**config.mk**
```make
export PLATFORM = sky130hd
export DESIGN_NAME = phase_pwm_timer
export DESIGN_NICKNAME = d
export VERILOG_FILES = /design/src/rtl/pwm_pkg.sv /design/src/rtl/pwm_regs.sv /design/src/rtl/pwm_master.sv /design/src/rtl/pwm_follower.sv /design/src/rtl/pwm_deadtime.sv /design/src/rtl/phase_pwm_timer.sv
export SDC_FILE = /design/constraint.sdc
export NUM_CORES = 1
export LEC_CHECK = 0
export CAP_MARGIN = 10
export CORE_ASPECT_RATIO = 0.5
export CORE_MARGIN = 2
export CORE_UTILIZATION = 38
export CTS_BUF_LIST = sky130_fd_sc_hd__clkbuf_8 sky130_fd_sc_hd__clkbuf_16
export DETAILED_ROUTE_END_ITERATION = 10
export MAX_ROUTING_LAYER = met4
export SYNTH_ARGS = -nofsm -noshare
export SYNTH_HDL_FRONTEND = slang
export SYNTH_SLANG_ARGS = --single-unit
```
**constraint.sdc**
```tcl
create_clock -name clk -period 6.4 [get_ports clk]
set_input_delay 0.64 -clock clk [delete_from_list [all_inputs] [get_ports clk]]
set_output_delay 0.64 -clock clk [all_outputs]
set_load 0.01 [all_outputs]
```
**src/rtl/pwm_pkg.sv**
```systemverilog
package pwm_pkg;
  localparam int unsigned ADDR_W  = 3;
  localparam int unsigned NUM_CMP = 3;

  localparam logic [ADDR_W-1:0] RA_TERM  = 3'd0;
  localparam logic [ADDR_W-1:0] RA_PHASE = 3'd1;
  localparam logic [ADDR_W-1:0] RA_CMP1  = 3'd2;
  localparam logic [ADDR_W-1:0] RA_MODE  = 3'd5;
  localparam logic [ADDR_W-1:0] RA_DTR   = 3'd6;
  localparam logic [ADDR_W-1:0] RA_DTF   = 3'd7;

  localparam int unsigned MODE_W = 5;

  // unit index 0 means "no unit"; 1..NUM_CMP select a compare unit
  typedef struct packed {
    logic [1:0] rst_unit;
    logic [1:0] set_unit;
    logic       restart_on_phase;
  } mode_t;
endpackage

```
**src/rtl/pwm_regs.sv**
```systemverilog
module pwm_regs
  import pwm_pkg::*;
#(
  parameter int unsigned CW  = 16,
  parameter int unsigned DTW = 8
) (
  input  logic                         clk,
  input  logic                         rst_n,
  input  logic                         wr_en,
  input  logic [ADDR_W-1:0]            wr_addr,
  input  logic [CW-1:0]                wr_data,
  output logic [CW-1:0]                term_sh,
  output logic [CW-1:0]                phase_sh,
  output logic [NUM_CMP-1:0][CW-1:0]   cmp_val,
  output mode_t                        mode,
  output logic [DTW-1:0]               dt_rise,
  output logic [DTW-1:0]               dt_fall
);
  logic [CW-1:0]  term_q, term_d;
  logic [CW-1:0]  phase_q, phase_d;
  mode_t          mode_q, mode_d;
  logic [DTW-1:0] dtr_q, dtr_d, dtf_q, dtf_d;

  always_comb begin
    term_d  = term_q;
    phase_d = phase_q;
    mode_d  = mode_q;
    dtr_d   = dtr_q;
    dtf_d   = dtf_q;
    if (wr_en) begin
      case (wr_addr)
        RA_TERM:  term_d  = wr_data;
        RA_PHASE: phase_d = wr_data;
        RA_MODE:  mode_d  = mode_t'(wr_data[MODE_W-1:0]);
        RA_DTR:   dtr_d   = wr_data[DTW-1:0];
        RA_DTF:   dtf_d   = wr_data[DTW-1:0];
        default:  ;
      endcase
    end
  end

  always_ff @(posedge clk or negedge rst_n) begin
    if (!rst_n) begin
      term_q  <= '0;
      phase_q <= '0;
      mode_q  <= '0;
      dtr_q   <= '0;
      dtf_q   <= '0;
    end else begin
      term_q  <= term_d;
      phase_q <= phase_d;
      mode_q  <= mode_d;
      dtr_q   <= dtr_d;
      dtf_q   <= dtf_d;
    end
  end

  for (genvar gi = 0; gi < NUM_CMP; gi++) begin : g_cmp
    localparam logic [ADDR_W-1:0] MY_ADDR = ADDR_W'(int'(RA_CMP1) + gi);
    logic [CW-1:0] val_q, val_d;
    always_comb val_d = (wr_en && (wr_addr == MY_ADDR)) ? wr_data : val_q;
    always_ff @(posedge clk or negedge rst_n) begin
      if (!rst_n) val_q <= '0;
      else        val_q <= val_d;
    end
    assign cmp_val[gi] = val_q;
  end

  assign term_sh  = term_q;
  assign phase_sh = phase_q;
  assign mode     = mode_q;
  assign dt_rise  = dtr_q;
  assign dt_fall  = dtf_q;
endmodule

```
**src/rtl/pwm_master.sv**
```systemverilog
module pwm_master #(
  parameter int unsigned CW = 16
) (
  input  logic          clk,
  input  logic          rst_n,
  input  logic          en,
  input  logic [CW-1:0] term_sh,
  input  logic [CW-1:0] phase_sh,
  output logic [CW-1:0] term_act,
  output logic          wrap_ev,
  output logic          phase_ev
);
  logic [CW-1:0] cnt_q, cnt_d, cnt_inc;
  logic [CW-1:0] term_q, term_d, phase_q, phase_d;
  logic          load_sh;

  always_comb begin
    cnt_inc  = (cnt_q == term_q) ? '0 : cnt_q + 1'b1;
    wrap_ev  = en && (cnt_q == term_q);
    phase_ev = en && (cnt_inc == phase_q);
    cnt_d    = en ? cnt_inc : '0;
    load_sh  = wrap_ev || !en;
    term_d   = load_sh ? term_sh  : term_q;
    phase_d  = load_sh ? phase_sh : phase_q;
  end

  always_ff @(posedge clk or negedge rst_n) begin
    if (!rst_n) begin
      cnt_q   <= '0;
      term_q  <= '0;
      phase_q <= '0;
    end else begin
      cnt_q   <= cnt_d;
      term_q  <= term_d;
      phase_q <= phase_d;
    end
  end

  assign term_act = term_q;


  phase_shadow_chk: assert property (@(posedge clk) disable iff (!rst_n)
    (phase_q != $past(phase_q)) |-> ($past(wrap_ev) || !$past(en)));


  count_step_chk: assert property (@(posedge clk) disable iff (!rst_n)
    (en && $past(en) && !$past(wrap_ev)) |-> (cnt_q == $past(cnt_q) + 1'b1));


  wrap_zero_chk: assert property (@(posedge clk) disable iff (!rst_n)
    $past(wrap_ev) |-> (cnt_q == '0));
endmodule

```
**src/rtl/pwm_follower.sv**
```systemverilog
module pwm_follower
  import pwm_pkg::*;
#(
  parameter int unsigned CW = 16
) (
  input  logic                       clk,
  input  logic                       rst_n,
  input  logic                       en,
  input  logic                       restart,
  input  logic [CW-1:0]              term_act,
  input  logic [NUM_CMP-1:0][CW-1:0] cmp_val,
  input  mode_t                      mode,
  output logic                       wave
);
  logic [CW-1:0]    cnt_q, cnt_d, cnt_inc;
  logic [NUM_CMP-1:0] hit;
  logic [NUM_CMP:0]   hit_idx;
  logic             set_hit, rst_hit;
  logic             wave_q, wave_d;

  always_comb cnt_inc = (cnt_q == term_act) ? '0 : cnt_q + 1'b1;

  for (genvar gi = 0; gi < NUM_CMP; gi++) begin : g_match
    assign hit[gi] = en && ((cnt_inc == cmp_val[gi]) ||
                            (restart && (cmp_val[gi] == '0)));
  end

  always_comb begin
    hit_idx = {hit, 1'b0};
    set_hit = hit_idx[mode.set_unit];
    rst_hit = hit_idx[mode.rst_unit];
    cnt_d   = (!en || restart) ? '0 : cnt_inc;
    if (!en)                     wave_d = 1'b0;
    else if (set_hit && rst_hit) wave_d = (mode.set_unit >= mode.rst_unit);
    else if (set_hit)            wave_d = 1'b1;
    else if (rst_hit)            wave_d = 1'b0;
    else                         wave_d = wave_q;
  end

  always_ff @(posedge clk or negedge rst_n) begin
    if (!rst_n) begin
      cnt_q  <= '0;
      wave_q <= 1'b0;
    end else begin
      cnt_q  <= cnt_d;
      wave_q <= wave_d;
    end
  end

  assign wave = wave_q;


  restart_zero_chk: assert property (@(posedge clk) disable iff (!rst_n)
    $past(restart) |-> (cnt_q == '0));


  set_wins_chk: assert property (@(posedge clk) disable iff (!rst_n)
    (set_hit && rst_hit && (mode.set_unit > mode.rst_unit)) |=> wave_q);


  rst_wins_chk: assert property (@(posedge clk) disable iff (!rst_n)
    (set_hit && rst_hit && (mode.set_unit < mode.rst_unit)) |=> !wave_q);
endmodule

```
**src/rtl/pwm_deadtime.sv**
```systemverilog
module pwm_deadtime #(
  parameter int unsigned DTW = 8
) (
  input  logic           clk,
  input  logic           rst_n,
  input  logic           en,
  input  logic           wave,
  input  logic [DTW-1:0] dt_rise,
  input  logic [DTW-1:0] dt_fall,
  output logic           pwm_hi,
  output logic           pwm_lo
);
  logic           lvl_q, lvl_d;
  logic [DTW-1:0] gap_q, gap_d;
  logic           edge_seen;

  always_comb begin
    edge_seen = (wave != lvl_q);
    lvl_d     = en ? wave : 1'b0;
    if (!en)             gap_d = '0;
    else if (edge_seen)  gap_d = wave ? dt_rise : dt_fall;
    else if (gap_q != 0) gap_d = gap_q - 1'b1;
    else                 gap_d = '0;
  end

  always_ff @(posedge clk or negedge rst_n) begin
    if (!rst_n) begin
      lvl_q <= 1'b0;
      gap_q <= '0;
    end else begin
      lvl_q <= lvl_d;
      gap_q <= gap_d;
    end
  end

  assign pwm_hi = en &&  lvl_q && (gap_q == '0);
  assign pwm_lo = en && !lvl_q && (gap_q == '0);


  rise_gap_chk: assert property (@(posedge clk) disable iff (!rst_n)
    ((dt_rise != '0) && $fell(pwm_lo)) |-> !pwm_hi);


  fall_gap_chk: assert property (@(posedge clk) disable iff (!rst_n)
    ((dt_fall != '0) && $fell(pwm_hi)) |-> !pwm_lo);
endmodule

```
**src/rtl/phase_pwm_timer.sv**
```systemverilog
module phase_pwm_timer
  import pwm_pkg::*;
#(
  parameter int unsigned CW  = 16,
  parameter int unsigned DTW = 8
) (
  input  logic              clk,
  input  logic              rst_n,
  input  logic              en,
  input  logic              wr_en,
  input  logic [ADDR_W-1:0] wr_addr,
  input  logic [CW-1:0]     wr_data,
  output logic              pwm_hi,
  output logic              pwm_lo
);
  logic [CW-1:0]              term_sh, phase_sh, term_act;
  logic [NUM_CMP-1:0][CW-1:0] cmp_val;
  mode_t                      mode;
  logic [DTW-1:0]             dt_rise, dt_fall;
  logic                       wrap_ev, phase_ev, restart, wave;

  pwm_regs #(.CW(CW), .DTW(DTW)) regs_i (
    .clk(clk), .rst_n(rst_n), .wr_en(wr_en), .wr_addr(wr_addr),
    .wr_data(wr_data), .term_sh(term_sh), .phase_sh(phase_sh),
    .cmp_val(cmp_val), .mode(mode), .dt_rise(dt_rise), .dt_fall(dt_fall)
  );

  pwm_master #(.CW(CW)) master_i (
    .clk(clk), .rst_n(rst_n), .en(en), .term_sh(term_sh),
    .phase_sh(phase_sh), .term_act(term_act), .wrap_ev(wrap_ev),
    .phase_ev(phase_ev)
  );

  assign restart = mode.restart_on_phase ? phase_ev : wrap_ev;

  pwm_follower #(.CW(CW)) follow_i (
    .clk(clk), .rst_n(rst_n), .en(en), .restart(restart),
    .term_act(term_act), .cmp_val(cmp_val), .mode(mode), .wave(wave)
  );

  pwm_deadtime #(.DTW(DTW)) dead_i (
    .clk(clk), .rst_n(rst_n), .en(en), .wave(wave), .dt_rise(dt_rise),
    .dt_fall(dt_fall), .pwm_hi(pwm_hi), .pwm_lo(pwm_lo)
  );
endmodule

```
==> flow_summary.json <==
{
  "post_cts.repair.setup_buffers": 0,
  "vias": 6974,
  "holdCritPathClass": "in2async",
  "core_um2": 25100,
  "grt_antenna_before_repair": 1,
  "finalHoldViolations": 0,
  "drc": 0,
  "gp_congestion": 0.898,
  "detail_route.iter0.violations": 628,
  "syn_area_um2": 9700,
  "slew_headroom_pct": 27.2,
  "synth_top_area_share_pct": 45.2,
  "cts_tree": "built",
  "cts_buffers": 17,
  "start_util_pct": 38.6,
  "ys_warn_count": 0,
  "synthArstFlopShare_pct": 100,
  "stdcell_area_um2": 10800,
  "grt_pass1_wl_um": 39800,
  "io_pins": 25,
  "wl_per_cell_um": 20.2,
  "drv_cap": 0,
  "io_buffers": 24,
  "arrival_ns": 4.64,
  "yosys_register_bits": 175,
  "drv_slew": 0,
  "synthCells": 883,
  "die_h_um": 117,
  "cts_max_path_buffers": 2,
  "root_buffer": "clkbuf_16",
  "crit_start": "master_i.cnt_q[0]$_DFF_PN0_",
  "synth_top_flop_cell": "dfrtp_1",
  "reg2reg_from": "master_i.cnt_q[0]$_DFF_PN0_",
  "synth_common_cells": "dfrtp_1 (175), mux2_2 (130), xor2_1 (52)",
  "synthesis.nets": 912,
  "area_growth_pct": 11.9,
  "start_kind": "flop",
  "routed_wl_um": 25200,
  "skew_ns": 0.0100,
  "final_antenna_net_count": 0,
  "leakagePower_nw": 4.44,
  "synth_edf_count": 0,
  "max_freq_ghz": 0.232,
  "path_clk_slew_ns": 0.07,
  "synth_top_cell_by_area": "dfrtp_1",
  "yosysMostFrequentCell": "dfrtp_1",
  "die_w_um": 230,
  "grt-ovfl-total": 0,
  "finalNetCount": 917,
  "yosys-top-cells-area": "dfrtp_1 (45%), mux2_2 (15%), xor2_1 (4.7%), xnor2_1 (4.1%), nor2_1 (2.0%)",
  "critPathRequiredTime_ns": 6.73,
  "cts_resized": 0,
  "syn_area_per_cell_um2": 11.0,
  "rsz0062_at_grt": "no",
  "n_antenna_cell": 0,
  "ir_drop_uv": 181,
  "drtPass1Iterations": 5,
  "nFillCells": 2330,
  "period_minus_slack_ns": 4.31,
  "cts_sinks": 175,
  "via_per_inst": 5.60,
  "track_usage_pct": 20.1,
  "layout-drive-gt1-share_pct": 21.3,
  "status": "completed",
  "worstSetupPathType": "reg2reg",
  "grt_max_degree": 69,
  "worst_slew_pin_slew_ns": 1.09,
  "end_kind": "flop",
  "synth.yosys.seq_area_share_pct": 45.2,
  "final-setup-viol-count": 0,
  "fin_crit_sh_pct": 67.3,
  "htreeDepth": 4,
  "hold_buffers": 0,
  "hpwl_um": 17800,
  "synth_cell_types": 71,
  "die_area_um2": 26900,
  "power.density_nw_per_um2": 302,
  "clk_latency_ns": 0.45,
  "critPathMaxFanout": 27,
  "grt_pass1_vias": 6761,
  "setup-tns-final_ns": 0,
  "rows": 41,
  "dpl-instance-area_um2": 10300,
  "final_util_pct": 43.2
}
[critical path: stages (launching register included)]
cell,delay (ns)
dfrtp_1,0.48
xor2_1,0.18
nor4_1,0.33
nand4_1,0.90
o32a_1,0.64
o21ai_0,0.09
nand4b_1,0.12
o41a_1,0.52
o21ai_0,0.40
mux2_2,0.24
a21oi_1,0.07
a22o_1,0.21
[logic make-up (layout without fill, tap and decap cells)]
family / after synthesis / count (layout) / synth area share, %
multiplexers: 132 / 132 / 15.3
XOR/XNOR: 104 / 104 / 10.4
AND/OR/NAND/NOR: 271 / 271 / 16.5
adder cells (fa/ha/maj): 6 / 6 / 0.774
AO/OA/AOI/OAI: 131 / 131 / 9.15
flip-flops: 175 / 175 / 45.2
buffers and inverters: 64 / 82 / 2.70
[power breakdown]
part / internal [mW] / switching [mW] / total (mW)
Clock: 0.580 / 0.475 / 1.06
Sequential: 1.32 / 0.233 / 1.55
Combinational: 0.378 / 0.290 / 0.667
Total: 2.28 / 0.997 / 3.28
[sequential cells by signal (all words and copies together), names as in the netlist]
name and count:
regs_i.g_cmp.val_q 48, follow_i.cnt_q 16, master_i.cnt_q 16, master_i.phase_q 16, master_i.term_act 16, regs_i.phase_sh 16, regs_i.term_sh 16, dead_i.gap_q 8
regs_i.dt_fall 8, regs_i.dt_rise 8, regs_i.mode 5, dead_i.lvl_q 1, follow_i.wave 1
[cell usage in the layout, fill, tap and decap left out, drive strengths merged, types with 23 or more instances in the layout]
cell type / instances
nor4: 24
a21oi: 26
clkdlybuf4s50: 23
mux2: 130
xor2: 52
xnor2: 45
dfrtp: 175
nand3: 23
nand2: 30
o21ai: 30
nor2: 51
inv: 25
[final cells by class]
cell class	count	area [um^2]	share of cell area [%]
multi-input combinational	644	5080	46.8
sequential	175	4380	40.4
tap	344	430	3.97
clock buffer	17	425	3.92
timing repair buffer	34	317	2.92
clock inverter	15	159	1.46
inverter	16	60.1	0.554
[worst paths after layout]
check,endpoint,slack [ns],depth (start not counted)
min in group clk,master_i.phase_q[3]$_DFFE_PN0P_,0.48,2
worst min register to register,master_i.phase_q[3]$_DFFE_PN0P_,0.48,2
max in group asynchronous,master_i.phase_q[12]$_DFFE_PN0P_,5.01,2
worst max register to register,follow_i.wave$_DFFE_PN0P_,2.09,11
worst max-delay path,follow_i.wave$_DFFE_PN0P_,2.09,11
worst min-delay path,regs_i.g_cmp[1].val_q[1]$_DFFE_PN0P_,0.21,1
[stage by stage]
step           instances  setup slack, ns  power, mW  hold WS (ns)
2_1_floorplan        883             3.15       2.01         0.344
3_3_place_gp        1213             2.16       2.21         0.458
3_5_place_dp        1213             2.12       2.24         0.482
4_1_cts             1245             2.11       3.30         0.228
5_1_grt             1245             1.87       3.45         0.268
6_report            1245             2.09       3.28         0.214
[metal layers]
layer	share of wire, %	track usage [%]
met5	0	-
met4	1.7	5.81
met3	4.0	2.93
met2	45	31.0
met1	49	27.7
Note: power is estimated with default switching activity, not from simulation.
